$ cat config.mk
export PLATFORM = sky130hd
export DESIGN_NAME = dac_dual_buffer
export DESIGN_NICKNAME = d
export VERILOG_FILES = /design/src/rtl/dac_buf_pkg.sv /design/src/rtl/dac_buf_sync.sv /design/src/rtl/dac_buf_clr_bridge.sv /design/src/rtl/dac_buf_slot.sv /design/src/rtl/dac_dual_buffer.sv
export SDC_FILE = /design/constraint.sdc
export NUM_CORES = 1
export LEC_CHECK = 0
export BUFFER_PORTS_ARGS = -buffer_cell sky130_fd_sc_hd__buf_4
export CAP_MARGIN = 20
export CELL_PAD_IN_SITES_DETAIL_PLACEMENT = 1
export CELL_PAD_IN_SITES_GLOBAL_PLACEMENT = 2
export CORE_MARGIN = 5
export CORE_UTILIZATION = 40
export DETAILED_ROUTE_END_ITERATION = 12
export GPL_TIMING_DRIVEN = 0
export PLACE_DENSITY_LB_ADDON = 0.1
export SLEW_MARGIN = 0
export SYNTH_ARGS = -nofsm -noshare
export SYNTH_HDL_FRONTEND = slang
export SYNTH_SLANG_ARGS = --single-unit
export TNS_END_PERCENT = 30
$ cat constraint.sdc
create_clock -name clk -period 5.7 [get_ports clk]
set_input_delay 1.14 -clock clk [delete_from_list [all_inputs] [get_ports clk]]
set_output_delay 1.14 -clock clk [all_outputs]
set_load 0.05 [all_outputs]
$ cat src/rtl/dac_buf_pkg.sv
package dac_buf_pkg;
  // Power-mode field carried with every code word.
  typedef enum logic [1:0] {
    PM_ACTIVE  = 2'd0,
    PM_PULL_1K = 2'd1,
    PM_PULL_HI = 2'd2,
    PM_FLOAT   = 2'd3
  } pmode_e;

  localparam int PMODE_W = 2;
  localparam int GAIN_W  = 1;
endpackage

$ cat src/rtl/dac_buf_sync.sv
module dac_buf_sync #(
  parameter int   STAGES = 2,
  parameter logic IDLE   = 1'b1
) (
  input  logic clk,
  input  logic rst,
  input  logic din,
  output logic dout
);
  logic [STAGES-1:0] chain;

  always_ff @(posedge clk) begin
    if (rst) chain <= {STAGES{IDLE}};
    else     chain <= {chain[STAGES-2:0], din};
  end

  assign dout = chain[STAGES-1];
endmodule

$ cat src/rtl/dac_buf_clr_bridge.sv
module dac_buf_clr_bridge #(
  parameter int STAGES = 2
) (
  input  logic clk,
  input  logic rst,
  input  logic clr_n,
  output logic clr_int
);
  logic [STAGES-1:0] hold;

  // Asserts the moment clr_n falls; releases after STAGES rising edges.
  always_ff @(posedge clk or negedge clr_n) begin
    if (!clr_n)   hold <= '1;
    else if (rst) hold <= '0;
    else          hold <= {hold[STAGES-2:0], 1'b0};
  end

  assign clr_int = hold[STAGES-1];
endmodule

$ cat src/rtl/dac_buf_slot.sv
module dac_buf_slot #(
  parameter int WORD_W = 15
) (
  input  logic              clk,
  input  logic              rst,
  input  logic              clr,
  input  logic              wr,
  input  logic [WORD_W-1:0] wr_word,
  input  logic              go,
  output logic [WORD_W-1:0] live_word,
  output logic              upd
);
  logic [WORD_W-1:0] stage_word;
  logic              pending;
  logic              reload;

  // Reload only a channel written since its last reload.
  assign reload = go && pending;

  always_ff @(posedge clk or posedge clr) begin
    if (clr) begin
      stage_word <= '0;
      live_word  <= '0;
      pending    <= 1'b0;
      upd        <= 1'b0;
    end else if (rst) begin
      stage_word <= '0;
      live_word  <= '0;
      pending    <= 1'b0;
      upd        <= 1'b0;
    end else begin
      upd <= reload;
      if (reload) begin
        live_word <= stage_word;
        pending   <= 1'b0;
      end
      // A write in the same cycle keeps the channel pending.
      if (wr) begin
        stage_word <= wr_word;
        pending    <= 1'b1;
      end
    end
  end
endmodule

$ cat src/rtl/dac_dual_buffer.sv
module dac_dual_buffer #(
  parameter int NCH      = 2,
  parameter int CODE_W   = 12,
  parameter int SYNC_LEN = 2,
  parameter int SEL_W    = (NCH > 1) ? $clog2(NCH) : 1
) (
  input  logic                  clk,
  input  logic                  rst,
  input  logic                  clr_n,
  input  logic                  ldac_n,
  input  logic                  wr_en,
  input  logic [SEL_W-1:0]      wr_sel,
  input  logic [CODE_W-1:0]     wr_code,
  input  logic                  wr_gain,
  input  logic [1:0]            wr_pmode,
  output logic [NCH*CODE_W-1:0] dac_code,
  output logic [NCH-1:0]        dac_gain,
  output logic [2*NCH-1:0]      dac_pmode,
  output logic [NCH-1:0]        dac_upd
);
  import dac_buf_pkg::*;

  localparam int WORD_W = CODE_W + PMODE_W + GAIN_W;

  logic              clr_int;
  logic              ldac_s;
  logic              ldac_go;
  logic [WORD_W-1:0] wr_word;

  dac_buf_clr_bridge #(.STAGES(SYNC_LEN)) u_clr (
    .clk(clk), .rst(rst), .clr_n(clr_n), .clr_int(clr_int)
  );

  dac_buf_sync #(.STAGES(SYNC_LEN), .IDLE(1'b1)) u_ldac (
    .clk(clk), .rst(rst), .din(ldac_n), .dout(ldac_s)
  );

  assign ldac_go = !ldac_s;
  assign wr_word = {wr_gain, wr_pmode, wr_code};

  for (genvar ch = 0; ch < NCH; ch++) begin : g_ch
    logic              hit;
    logic [WORD_W-1:0] live;

    assign hit = wr_en && (wr_sel == SEL_W'(ch));

    dac_buf_slot #(.WORD_W(WORD_W)) u_slot (
      .clk(clk), .rst(rst), .clr(clr_int),
      .wr(hit), .wr_word(wr_word), .go(ldac_go),
      .live_word(live), .upd(dac_upd[ch])
    );

    assign dac_code[ch*CODE_W +: CODE_W] = live[CODE_W-1:0];
    assign dac_pmode[2*ch +: 2]          = live[CODE_W +: PMODE_W];
    assign dac_gain[ch]                  = live[WORD_W-1];
  end
endmodule

==> qor.yml, run 1 <==
outcome:
  status: "completed"
synthesis:
  syn_inst: 239
  synth_cell_types: 17
  syn_area_um2: 2960
  yosysWarnings: 0
  synth-seq-cells: 68
  seq_area_frac_synth_pct: 57.2
  syn_area_per_cell_um2: 12.4
  synth_nets: 260
placement:
  placed_area_um2: 3470
  gp_congestion: 0.724
  portBuffers: 51
  placed_cells: 389
  dpl.hpwl_mm: 4.41
critical_path:
  critPathLaunchType: "flop"
  cp.arrival_ps: 990
  path_cells: "buf_4 > buf_4"
  critical_path_peak_fanout: 1
  worstPathRequired_ps: 4560
  cpPeakStageDelay_ps: 360
  criticalPathCategory: "reg -> out"
  end_kind: "primary output"
  cp_slowest_cell: "dfrtp_1"
  cpMostUsedCell: "buf_4"
cells_and_area:
  layout_commonest_cell: "nand2b_1"
  antenna_cells: 0
  nNetsFinal: 322
  final_area_um2: 3670
  layout_common_cells: "nand2b_1 (77), dfrtp_1 (64), mux2i_1 (60)"
  final_cell_count_no_fill: 405
  post-route-util_pct: 50.6
  area_delta_synth_final_pct: 23.8
  drive_above_1_share_pct: 25.8
global_route:
  grt_max_degree: 65
  grt_pass1_vias: 2006
  antenna_found_initial: 0
  grt_most_used_layer: "met2"
  grt_pass1_wl_mm: 10.5
  grt_use_met1_pct: 21.7
  gr-total-overflow: 0
  grt_use_met2_pct: 22.7
  grt_util_all_layers_pct: 15.4
  grtUsageMet3_pct: 3.13
die:
  die_h_um: 96.1
  initial_utilization_pct: 40.9
  dieArea_um2: 9230
  num_rows: 31
  pin_count: 53
  coreArea_um2: 7250
  chipWidth_um: 96.1
clock_tree:
  post_cts_buffers: 0
  numCtsBuffers: 9
  worstSkewPairLatency_ps: 330
  root_buffer: "clkbuf_8"
  path_clk_slew_ps: 70
  htree_levels: 3
  ctsHoldBuffers: 0
  clockBufferDepth: 2
  cts_tree: "yes"
  clock-sinks: 68
  post_cts_resized: 0
run:
  maxCapViolations: 0
drt:
  routedWlPerCell_um: 16.0
  vias_per_cell: 4.67
  vias: 1892
  drtIter0Drc: 60
  ant_nets: 0
  dr.pass1.iters: 4
  wirelength_mm: 6.48
  drc: 0
power_and_ir_drop:
  p_sw_mw: 0.220
  power.density_nw_per_um2: 266
  p_int_mw: 0.756
  seq_power_share_pct: 51.3
  clkPwrFrac_pct: 40.9
  p_leak_nw: 1.75
  p_sw_share_pct: 22.5
  irDropWorstVdd_mv: 0.137
  p_total_mw: 0.976
  pwr-share-comb_pct: 7.8
timing:
  finalSetupViolCount: 0
  tightest_slew_ps: 818
  tns_ps: 0
  rsz0062_at_grt: "no"
  min_period_ps: 2130
  worst_slew_margin_rel_pct: 45.5
  fin_crit_sh_pct: 37.4
  finalMaxSlewViolations: 0
  max_freq_mhz: 469
  hold_violations: 0
  fin_skew_ps: 8.28
min_path:
  hp-class: "reg -> async"
==> flip-flops by register name, indices dropped and copies added (netlist names) <==
| name | count |
|---|---|
| u_ldac.chain | 2 |
| g_ch.u_slot.upd | 2 |
| g_ch.u_slot.stage_word | 30 |
| u_clr.hold | 2 |
| g_ch.u_slot.pending | 2 |
| g_ch.u_slot.live_word | 30 |
==> cell usage after synthesis (all sizes together) <==
cell type	n	area share, %
dfrtp	64	54
nand2b	77	16
buf	10	2.4
nand2	3	0.38
conb	1	0.13
nor3b	2	0.51
a21oi	2	0.34
clkbuf	8	1.0
mux2i	60	20
inv	1	0.13
dfxtp	2	1.4
nor2b	4	0.84
or2	2	0.42
and2	1	0.21
dfstp	2	1.8
==> final cells by class <==
cell class                      instances  area [µm²]
Tap cell                               99         124
Clock inverter                          2        35.0
Buffer                                 18         100
Timing Repair Buffer                   51         383
Fill cell                             802        3580
Multi-Input combinational cell        152        1170
Sequential cell                        68        1690
Clock buffer                           14         163
Inverter                                1        6.26
==> metal layers <==
| layer | part of all wire [%] | vias up |
|---|---|---|
| met3 | 2.9 | 7 |
| met5 | 0 | - |
| li1 | - | 906 |
| met1 | 49 | 942 |
| met4 | 1.0 | 0 |
| met2 | 47 | 37 |
==> power by group through the flow <==
stage,combinational [mW],clock [mW],sequential [mW]
after floorplan,0.0484,0,0.511
after global placement,0.0777,0,0.510
final,0.0761,0.399,0.501
after CTS,0.0788,0.413,0.501
after global routing,0.0847,0.435,0.502
after detailed placement,0.0784,0,0.510
==> worst max-delay path: cells and delay by family (launching register included) <==
| family | cells | cell delay [ps] |
|---|---|---|
| flops | 1 | 360 |
| buf+inv | 2 | 300 |
==> kinds of logic after synthesis <==
logic type,after synthesis,share of synthesized area [%]
other,1,0.127
DFF,68,57.2
buffers and inverters,19,3.50
muxes,60,20.3
and+or+nand+nor,89,18.6
AOI/OAI and AO/OA,2,0.338
==> stage by stage <==
stage          setup slack (ps)  hold WS, ps
2_1_floorplan              3760          389
6_report                   3570          405
3_5_place_dp               3520          401
5_1_grt                    3530          441
3_3_place_gp               2890          395
4_1_cts                    3550          417
==> path summary, 6_finish.rpt <==
| path | from | end | slack [ps] | depth (start not counted) |
|---|---|---|---|---|
| max | g_ch[0].u_slot.upd | dac_upd[0] | 3570 | 2 |
| min | u_clr.hold[1] | g_ch[1].u_slot.upd | 410 | 1 |
| max reg2reg | u_ldac.chain[1] | g_ch[0].u_slot.live_word[6] | 4460 | 4 |
| min reg2reg | u_clr.hold[1] | g_ch[1].u_slot.upd | 410 | 1 |
| max in group asynchronous | u_clr.hold[1] | g_ch[1].u_slot.stage_word[7] | 4730 | 1 |
| min in group clk | u_ldac.chain[0] | u_ldac.chain[1] | 410 | 1 |
Note: power is estimated with default switching activity, not from simulation.
==> run 2, diff against run 1 <==
ABC_AREA = 1   (was not set)
CORE_UTILIZATION = 30   (was 40)
clock period = 1.85 ns   (was 5.7 ns; I/O delays follow)
==> run 2 against run 1 <==
Effect of this change:
- clock-buffer cell count down 5
- global-route usage is 0.25 points higher
- synthesized cell count up 36%
- cell area is 0.99% higher
==> qor.yml, run 2 <==
drt:
  drc: 0  # unchanged
  dr.pass1.iters: 4  # unchanged
  routedWlPerCell_um: 16.0  # about the same
  ant_nets: 0  # unchanged
  vias: 2429  # was 1892
  vias_per_cell: 4.64  # was 4.67
  wirelength_mm: 8.37  # was 6.48 mm
  drtIter0Drc: 104  # was 60
die:
  num_rows: 35  # was 31
  initial_utilization_pct: 31.0  # was 40.9%
  chipWidth_um: 108  # was 96.1 µm
  coreArea_um2: 9280  # was 7250 µm²
  die_h_um: 108  # was 96.1 µm
  dieArea_um2: 11600  # was 9230 µm²
  pin_count: 53  # unchanged
global_route:
  grt_pass1_wl_mm: 13.8  # was 10.5 mm
  gr-total-overflow: 0  # unchanged
  grt_pass1_vias: 2595  # was 2006
  grt_util_all_layers_pct: 15.6  # was 15.4%
  grt_max_degree: 34  # was 65
  antenna_found_initial: 0  # unchanged
critical_path:
  end_kind: "primary output"  # unchanged
  reg2reg_from: "g_ch[0].u_slot.pending"  # was u_ldac.chain[1]
  cpLargestDelayFamily: "flip-flops"  # unchanged
  path_buf_inv: 2  # unchanged
  crit_start: "g_ch[0].u_slot.upd"  # unchanged
  criticalPathCategory: "reg -> out"  # unchanged
  cp.arrival_ps: 1030  # was 990 ps
  cpMostUsedCell: "buf_4"  # unchanged
  rrSetupSlack_ps: 730  # was 4460 ps
  cp_slowest_cell: "dfrtp_1"  # unchanged
  critPathLaunchType: "flop"  # unchanged
  critical_path_peak_fanout: 1  # unchanged
  cpPeakStageDelay_ps: 370  # was 360 ps
  worstPathRequired_ps: 1480  # was 4560 ps
  path_cells: "buf_4 > buf_4"  # unchanged
clock_tree:
  clock-sinks: 68  # unchanged
  worstSkewPairLatency_ps: 360  # was 330 ps
  root_buffer: "clkbuf_8"  # unchanged
  clockBufferDepth: 2  # unchanged
  cts_tree: "yes"  # unchanged
  path_clk_slew_ps: 90  # was 70 ps
  htree_levels: 3  # unchanged
  numCtsBuffers: 9  # unchanged
cells_and_area:
  top_regs: "g_ch.u_slot.live_word (30), g_ch.u_slot.stage_word (30)"  # unchanged
  area_delta_synth_final_pct: 29.0  # was 23.8%
  drive_above_1_share_pct: 27.3  # was 25.8%
  antenna_cells: 0  # unchanged
  nNetsFinal: 411  # was 322
  layout_commonest_cell: "nand2_1"  # was nand2b_1
  fillers: 1138  # was 802
  layout_common_cells: "nand2_1 (92), dfrtp_1 (64), nand3_1 (60)"  # was nand2b_1 (77), dfrtp_1 (64), mux2i_1 (60)
timing:
  rsz0062_at_grt: "no"  # unchanged
  fin_skew_ps: 14.2  # was 8.28 ps
  min_period_ps: 1400
  tightest_slew_ps: 753  # was 818 ps
  fin_crit_sh_pct: 75.6
  hold_violations: 0  # unchanged
  tns_ps: 0  # unchanged
  finalSetupViolCount: 0  # unchanged
  fin_ws_ps: 451  # was 3570 ps
  worst_slew_margin_rel_pct: 49.7  # was 45.5%
  finalMaxSlewViolations: 0  # unchanged
  max_freq_mhz: 715
synthesis:
  synth-seq-cells: 68  # unchanged
  seq_area_frac_synth_pct: 58.9  # was 57.2%
  synth_edf_count: 0  # unchanged
  synthTopCellsByArea: "dfrtp_1 (56%), nand2_1 (12%), nand3_1 (10%), nand4_1 (6.5%), buf_2 (3.5%)"  # was dfrtp_1 (54%), mux2i_1 (20%), nand2b_1 (16%), dfstp_2 (1.8%), dfxtp_1 (1.4%)
  syn_area_um2: 2870  # was 2960 µm²
  synth_nets: 346  # was 260
  syn_area_per_cell_um2: 8.84  # was 12.4 µm²
  synth_cell_types: 15  # was 17
  syn_inst: 325  # was 239
  synthTopCellsByCount: "nand2_1 (92), dfrtp_1 (64), nand3_1 (60), nand4_1 (30), buf_2 (20)"  # was nand2b_1 (77), dfrtp_1 (64), mux2i_1 (60), clkbuf_1 (8), buf_2 (5)
  yosysMostFrequentCell: "nand2_1"  # was nand2b_1
  ys_async_sr_fraction_pct: 97.1  # unchanged
  synth.top_cell.area_share_pct: 55.7  # was 54.0%
  synth_flop_cell: "dfrtp_1"  # unchanged
  yosysWarnings: 0  # unchanged
  synth_area_leader_cell: "dfrtp_1"  # unchanged
placement:
  gp_congestion: 0.750  # was 0.724
  portBuffers: 52  # was 51
  dpl.hpwl_mm: 6.16  # was 4.41 mm
  preCtsSetupSlack_ps: 599  # was 3520 ps
power_and_ir_drop:
  power.density_nw_per_um2: 904  # was 266 nW/µm²
  irDropWorstVdd_mv: 0.282  # was 0.137 mV
  p_leak_nw: 2.10  # was 1.75 nW
run:
  maxCapViolations: 0  # unchanged
min_path:
  min_from: "ldac_n"
  hp-class: "in -> reg"  # was reg -> async
outcome:
  status: "completed"  # unchanged
run 2: final timing paths:
| check | end | cells after the start |
|---|---|---|
| setup reg to reg | g_ch[0].u_slot.live_word[1] | 5 |
| hold reg to reg | g_ch[0].u_slot.live_word[8] | 1 |
| max in group asynchronous | g_ch[1].u_slot.pending | 2 |
| min in group asynchronous | g_ch[0].u_slot.live_word[8] | 1 |
| setup / recovery | dac_upd[0] | 2 |
| hold / removal | u_ldac.chain[0] | 2 |
run 2: layout make-up:
type	instances	area [µm²]	share of cell area (%)
clock buffer	9	124	3.34
timing repair buffer	54	420	11.3
clock inverter	7	124	3.34
sequential	68	1690	45.7
inverter	22	86.3	2.33
buffer	26	145	3.91
multi-input combinational	209	952	25.7
tap	129	161	4.35
run 2: worst register-to-register path, delay by kind of cell, from the launching register on:
kind,cells,cell delay [ps]
simple gates,3,320
buf+inv,2,370
flops,1,370
run 2: kinds of logic (layout without fill, tap and decap cells):
group / after synthesis / after routing / share of synthesized area [%]
compound gates: 2 / 2 / 0.348
simple gates: 206 / 206 / 32.7
buf+inv: 48 / 118 / 7.92
flops: 68 / 68 / 58.9
other cells: 1 / 1 / 0.130
run 2: repair_timing:
action,4_1_cts,5_1_grt
buffers inserted,0,0
endpoints found under the hold margin,2,0
gates resized for setup,0,0
hold buffers,1,0
run 2: through the flow:
step	total power [mW]	cells	hold slack (ps)	instance area, µm²	utilization, %
final	3.35	524	185	3710	39.9
after global routing	3.50	524	183	3710	39.9
after CTS	3.39	524	182	3710	39.9
after detailed placement	1.85	507	315	3450	37.2
after global placement	1.84	506	313	3430	36.9
after floorplan	1.73	325	222	2880	-
run 2: power by group:
part	internal (mW)	leakage (nW)	switching, mW	total (mW)
Clock	0.904	0.120	0.634	1.54
Sequential	1.53	0.923	0.0258	1.55
Combinational	0.0840	1.06	0.179	0.263
Total	2.51	2.10	0.838	3.35
run 2: metal layers:
layer / vias to the layer above / global-route usage, % / routed length [µm]
li1: 1191 / - / -
met3: 14 / 3.72 / 353
met2: 51 / 23.3 / 3820
met4: 0 / 6.13 / 167
met1: 1173 / 21.8 / 4030
met5: - / 0 / 0
==> run 3, diff against run 2 <==
ABC_AREA = 0   (was 1)
CORE_UTILIZATION = 33   (was 30)
clock period = 1.27 ns   (was 1.85 ns; I/O delays follow)
==> run 3 against run 2 <==
Effect of this change:
- clock skew fell by 8.0 ps
- die area shrank 5.7%
- sequential cell count did not move
- total power grew 25%
- core utilization is 2.5 points higher
- worst setup slack got worse by 390 ps
- global-route usage decreased by 2.8 points
- non-clock buffer count down 9
- sequential power rose by 45%
- worst hold slack worse by 85 ps
==> qor.yml, run 3 (synthesized netlist as in run 1, its figures left out) <==
outcome:
  status: "completed"  # unchanged
placement:
  placed_cells: 399  # was 507
  dpl.hpwl_mm: 4.66  # was 6.16 mm
  portBuffers: 51  # was 52
  placed_area_um2: 3510  # was 3450 µm²
  gp_congestion: 0.680  # was 0.750
timing:
  finalMaxSlewViolations: 0  # unchanged
  fin_skew_ps: 6.25  # was 14.2 ps
  tightest_slew_ps: 608  # was 753 ps
  rsz0062_at_grt: "no"  # unchanged
  finalSetupViolCount: 0  # unchanged
  worst_slew_margin_rel_pct: 59.4  # was 49.7%
  hold_violations: 0  # unchanged
  fin_crit_sh_pct: 95.4
  max_freq_mhz: 825
  min_period_ps: 1210
die:
  num_rows: 34  # was 35
  dieArea_um2: 11000  # was 11600 µm²
  coreArea_um2: 8720  # was 9280 µm²
  chipWidth_um: 105  # was 108 µm
  initial_utilization_pct: 34.0  # was 31.0%
  pin_count: 53  # unchanged
  die_h_um: 105  # was 108 µm
clock_tree:
  worstSkewPairLatency_ps: 330  # was 360 ps
  root_buffer: "clkbuf_8"  # unchanged
  numCtsBuffers: 9  # unchanged
  path_clk_slew_ps: 70  # was 90 ps
  cts_tree: "yes"  # unchanged
  clockBufferDepth: 2  # unchanged
  clock-sinks: 68  # unchanged
  htree_levels: 3  # unchanged
cells_and_area:
  final_cell_count_no_fill: 416  # was 524
  final_area_um2: 3700  # was 3710 µm²
  drive_above_1_share_pct: 26.0  # was 27.3%
  nNetsFinal: 324  # was 411
  layout_common_cells: "nand2b_1 (77), dfrtp_1 (64), mux2i_1 (60)"  # was nand2_1 (92), dfrtp_1 (64), nand3_1 (60)
  top_regs: "g_ch.u_slot.live_word (30), g_ch.u_slot.stage_word (30)"  # unchanged
  area_delta_synth_final_pct: 25.0  # was 29.0%
  layout_commonest_cell: "nand2b_1"  # was nand2_1
  antenna_cells: 0  # unchanged
power_and_ir_drop:
  p_leak_nw: 1.75  # was 2.10 nW
  seq_power_share_pct: 53.6  # was 46.3%
  clkPwrFrac_pct: 38.0  # was 45.9%
  p_int_mw: 3.20  # was 2.51 mW
  p_sw_share_pct: 23.6  # was 25.0%
  irDropWorstVdd_mv: 0.406  # was 0.282 mV
  power.density_nw_per_um2: 1130  # was 904 nW/µm²
  p_sw_mw: 0.989  # was 0.838 mW
  p_total_mw: 4.19  # was 3.35 mW
  pwr-share-comb_pct: 8.4  # was 7.8%
drt:
  vias_per_cell: 4.56  # was 4.64
  vias: 1896  # was 2429
  dr.pass1.iters: 4  # unchanged
  drtIter0Drc: 45  # was 104
  routedWlPerCell_um: 15.8  # was 16.0 µm
  wirelength_mm: 6.56  # was 8.37 mm
  ant_nets: 0  # unchanged
  drc: 0  # unchanged
global_route:
  gr-total-overflow: 0  # unchanged
  grt_pass1_wl_mm: 11.0  # was 13.8 mm
  grt_max_degree: 40  # was 34
  grt_pass1_vias: 2059  # was 2595
  grt_util_all_layers_pct: 12.8  # was 15.6%
  antenna_found_initial: 0  # unchanged
critical_path:
  path_buf_inv: 2  # unchanged
  end_kind: "primary output"  # unchanged
  critical_path_peak_fanout: 1  # unchanged
  critPathLaunchType: "flop"  # unchanged
  criticalPathCategory: "reg -> out"  # unchanged
  cpLargestDelayFamily: "flip-flops"  # unchanged
  cp_slowest_cell: "dfrtp_1"  # unchanged
  cp.arrival_ps: 960  # was 1030 ps
  path_cells: "buf_4 > buf_6"  # was buf_4 > buf_4
  worstPathRequired_ps: 1020  # was 1480 ps
  cpPeakStageDelay_ps: 360  # was 370 ps
min_path:
  hp-class: "in -> reg"  # unchanged
run:
  maxCapViolations: 0  # unchanged
run 3: timing repair:
action / 4_1_cts / 5_1_grt
hold buffers: 1 / 0
gates resized for setup: 0 / 5
buffers inserted: 0 / 0
endpoints found under the hold margin: 2 / 0
endpoints found under the setup margin: 0 / 6
run 3: layout make-up:
| type | count | area [µm²] |
|---|---|---|
| fillers | 947 | 5020 |
| flip-flops and latches | 68 | 1690 |
| multi-input cells | 152 | 1170 |
| repair buffers | 53 | 420 |
| clock buffers | 14 | 163 |
| well taps | 108 | 135 |
| plain buffers | 18 | 109 |
| clock inverters | 2 | 10.0 |
| inverters | 1 | 7.51 |
run 3: worst register-to-register path: stages (launching register included):
cell and delay (ps):
dfxtp_1 370, nor2b_1 120, clkbuf_4 220, buf_8 180, mux2i_1 200
run 3: power groups by stage:
stage	Sequential [mW]	Combinational (mW)	Clock (mW)
floorplan	2.29	0.218	0
global placement	2.29	0.353	0
detailed placement	2.29	0.364	0
CTS	2.25	0.367	1.64
global route	2.25	0.396	1.76
finish	2.25	0.353	1.59
run 3: worst paths after layout:
| path | from | to | slack [ps] | cells past startpoint |
|---|---|---|---|---|
| worst max-delay path | g_ch[1].u_slot.upd | dac_upd[1] | 60 | 2 |
| worst min-delay path | ldac_n | u_ldac.chain[0] | 100 | 2 |
| worst max register to register | u_ldac.chain[1] | g_ch[0].u_slot.live_word[8] | 110 | 4 |
| worst min register to register | u_clr.hold[1] | g_ch[1].u_slot.pending | 320 | 1 |
| max in group asynchronous | u_clr.hold[1] | g_ch[0].u_slot.stage_word[5] | 350 | 2 |
| min in group asynchronous | u_clr.hold[1] | g_ch[1].u_slot.pending | 320 | 1 |
run 3: metal layers:
layer / GRT usage (%) / vias up / part of all wire (%)
li1: - / 906 / -
met1: 17.2 / 946 / 48
met2: 19.6 / 35 / 46
met3: 3.21 / 9 / 4.0
met4: 5.75 / 0 / 1.7
met5: 0 / - / 0
run 3: per-stage QoR:
step	setup WS, ps	TNS, ps	util (%)	hold slack, ps
final	58.2	0	42.5	101
after global routing	8.91	0	42.5	85.3
after CTS	8.40	0	42.3	87.1
after detailed placement	-69.1	-1030	40.2	200
after global placement	-256	-16550	40.0	197
after floorplan	211	0	-	106
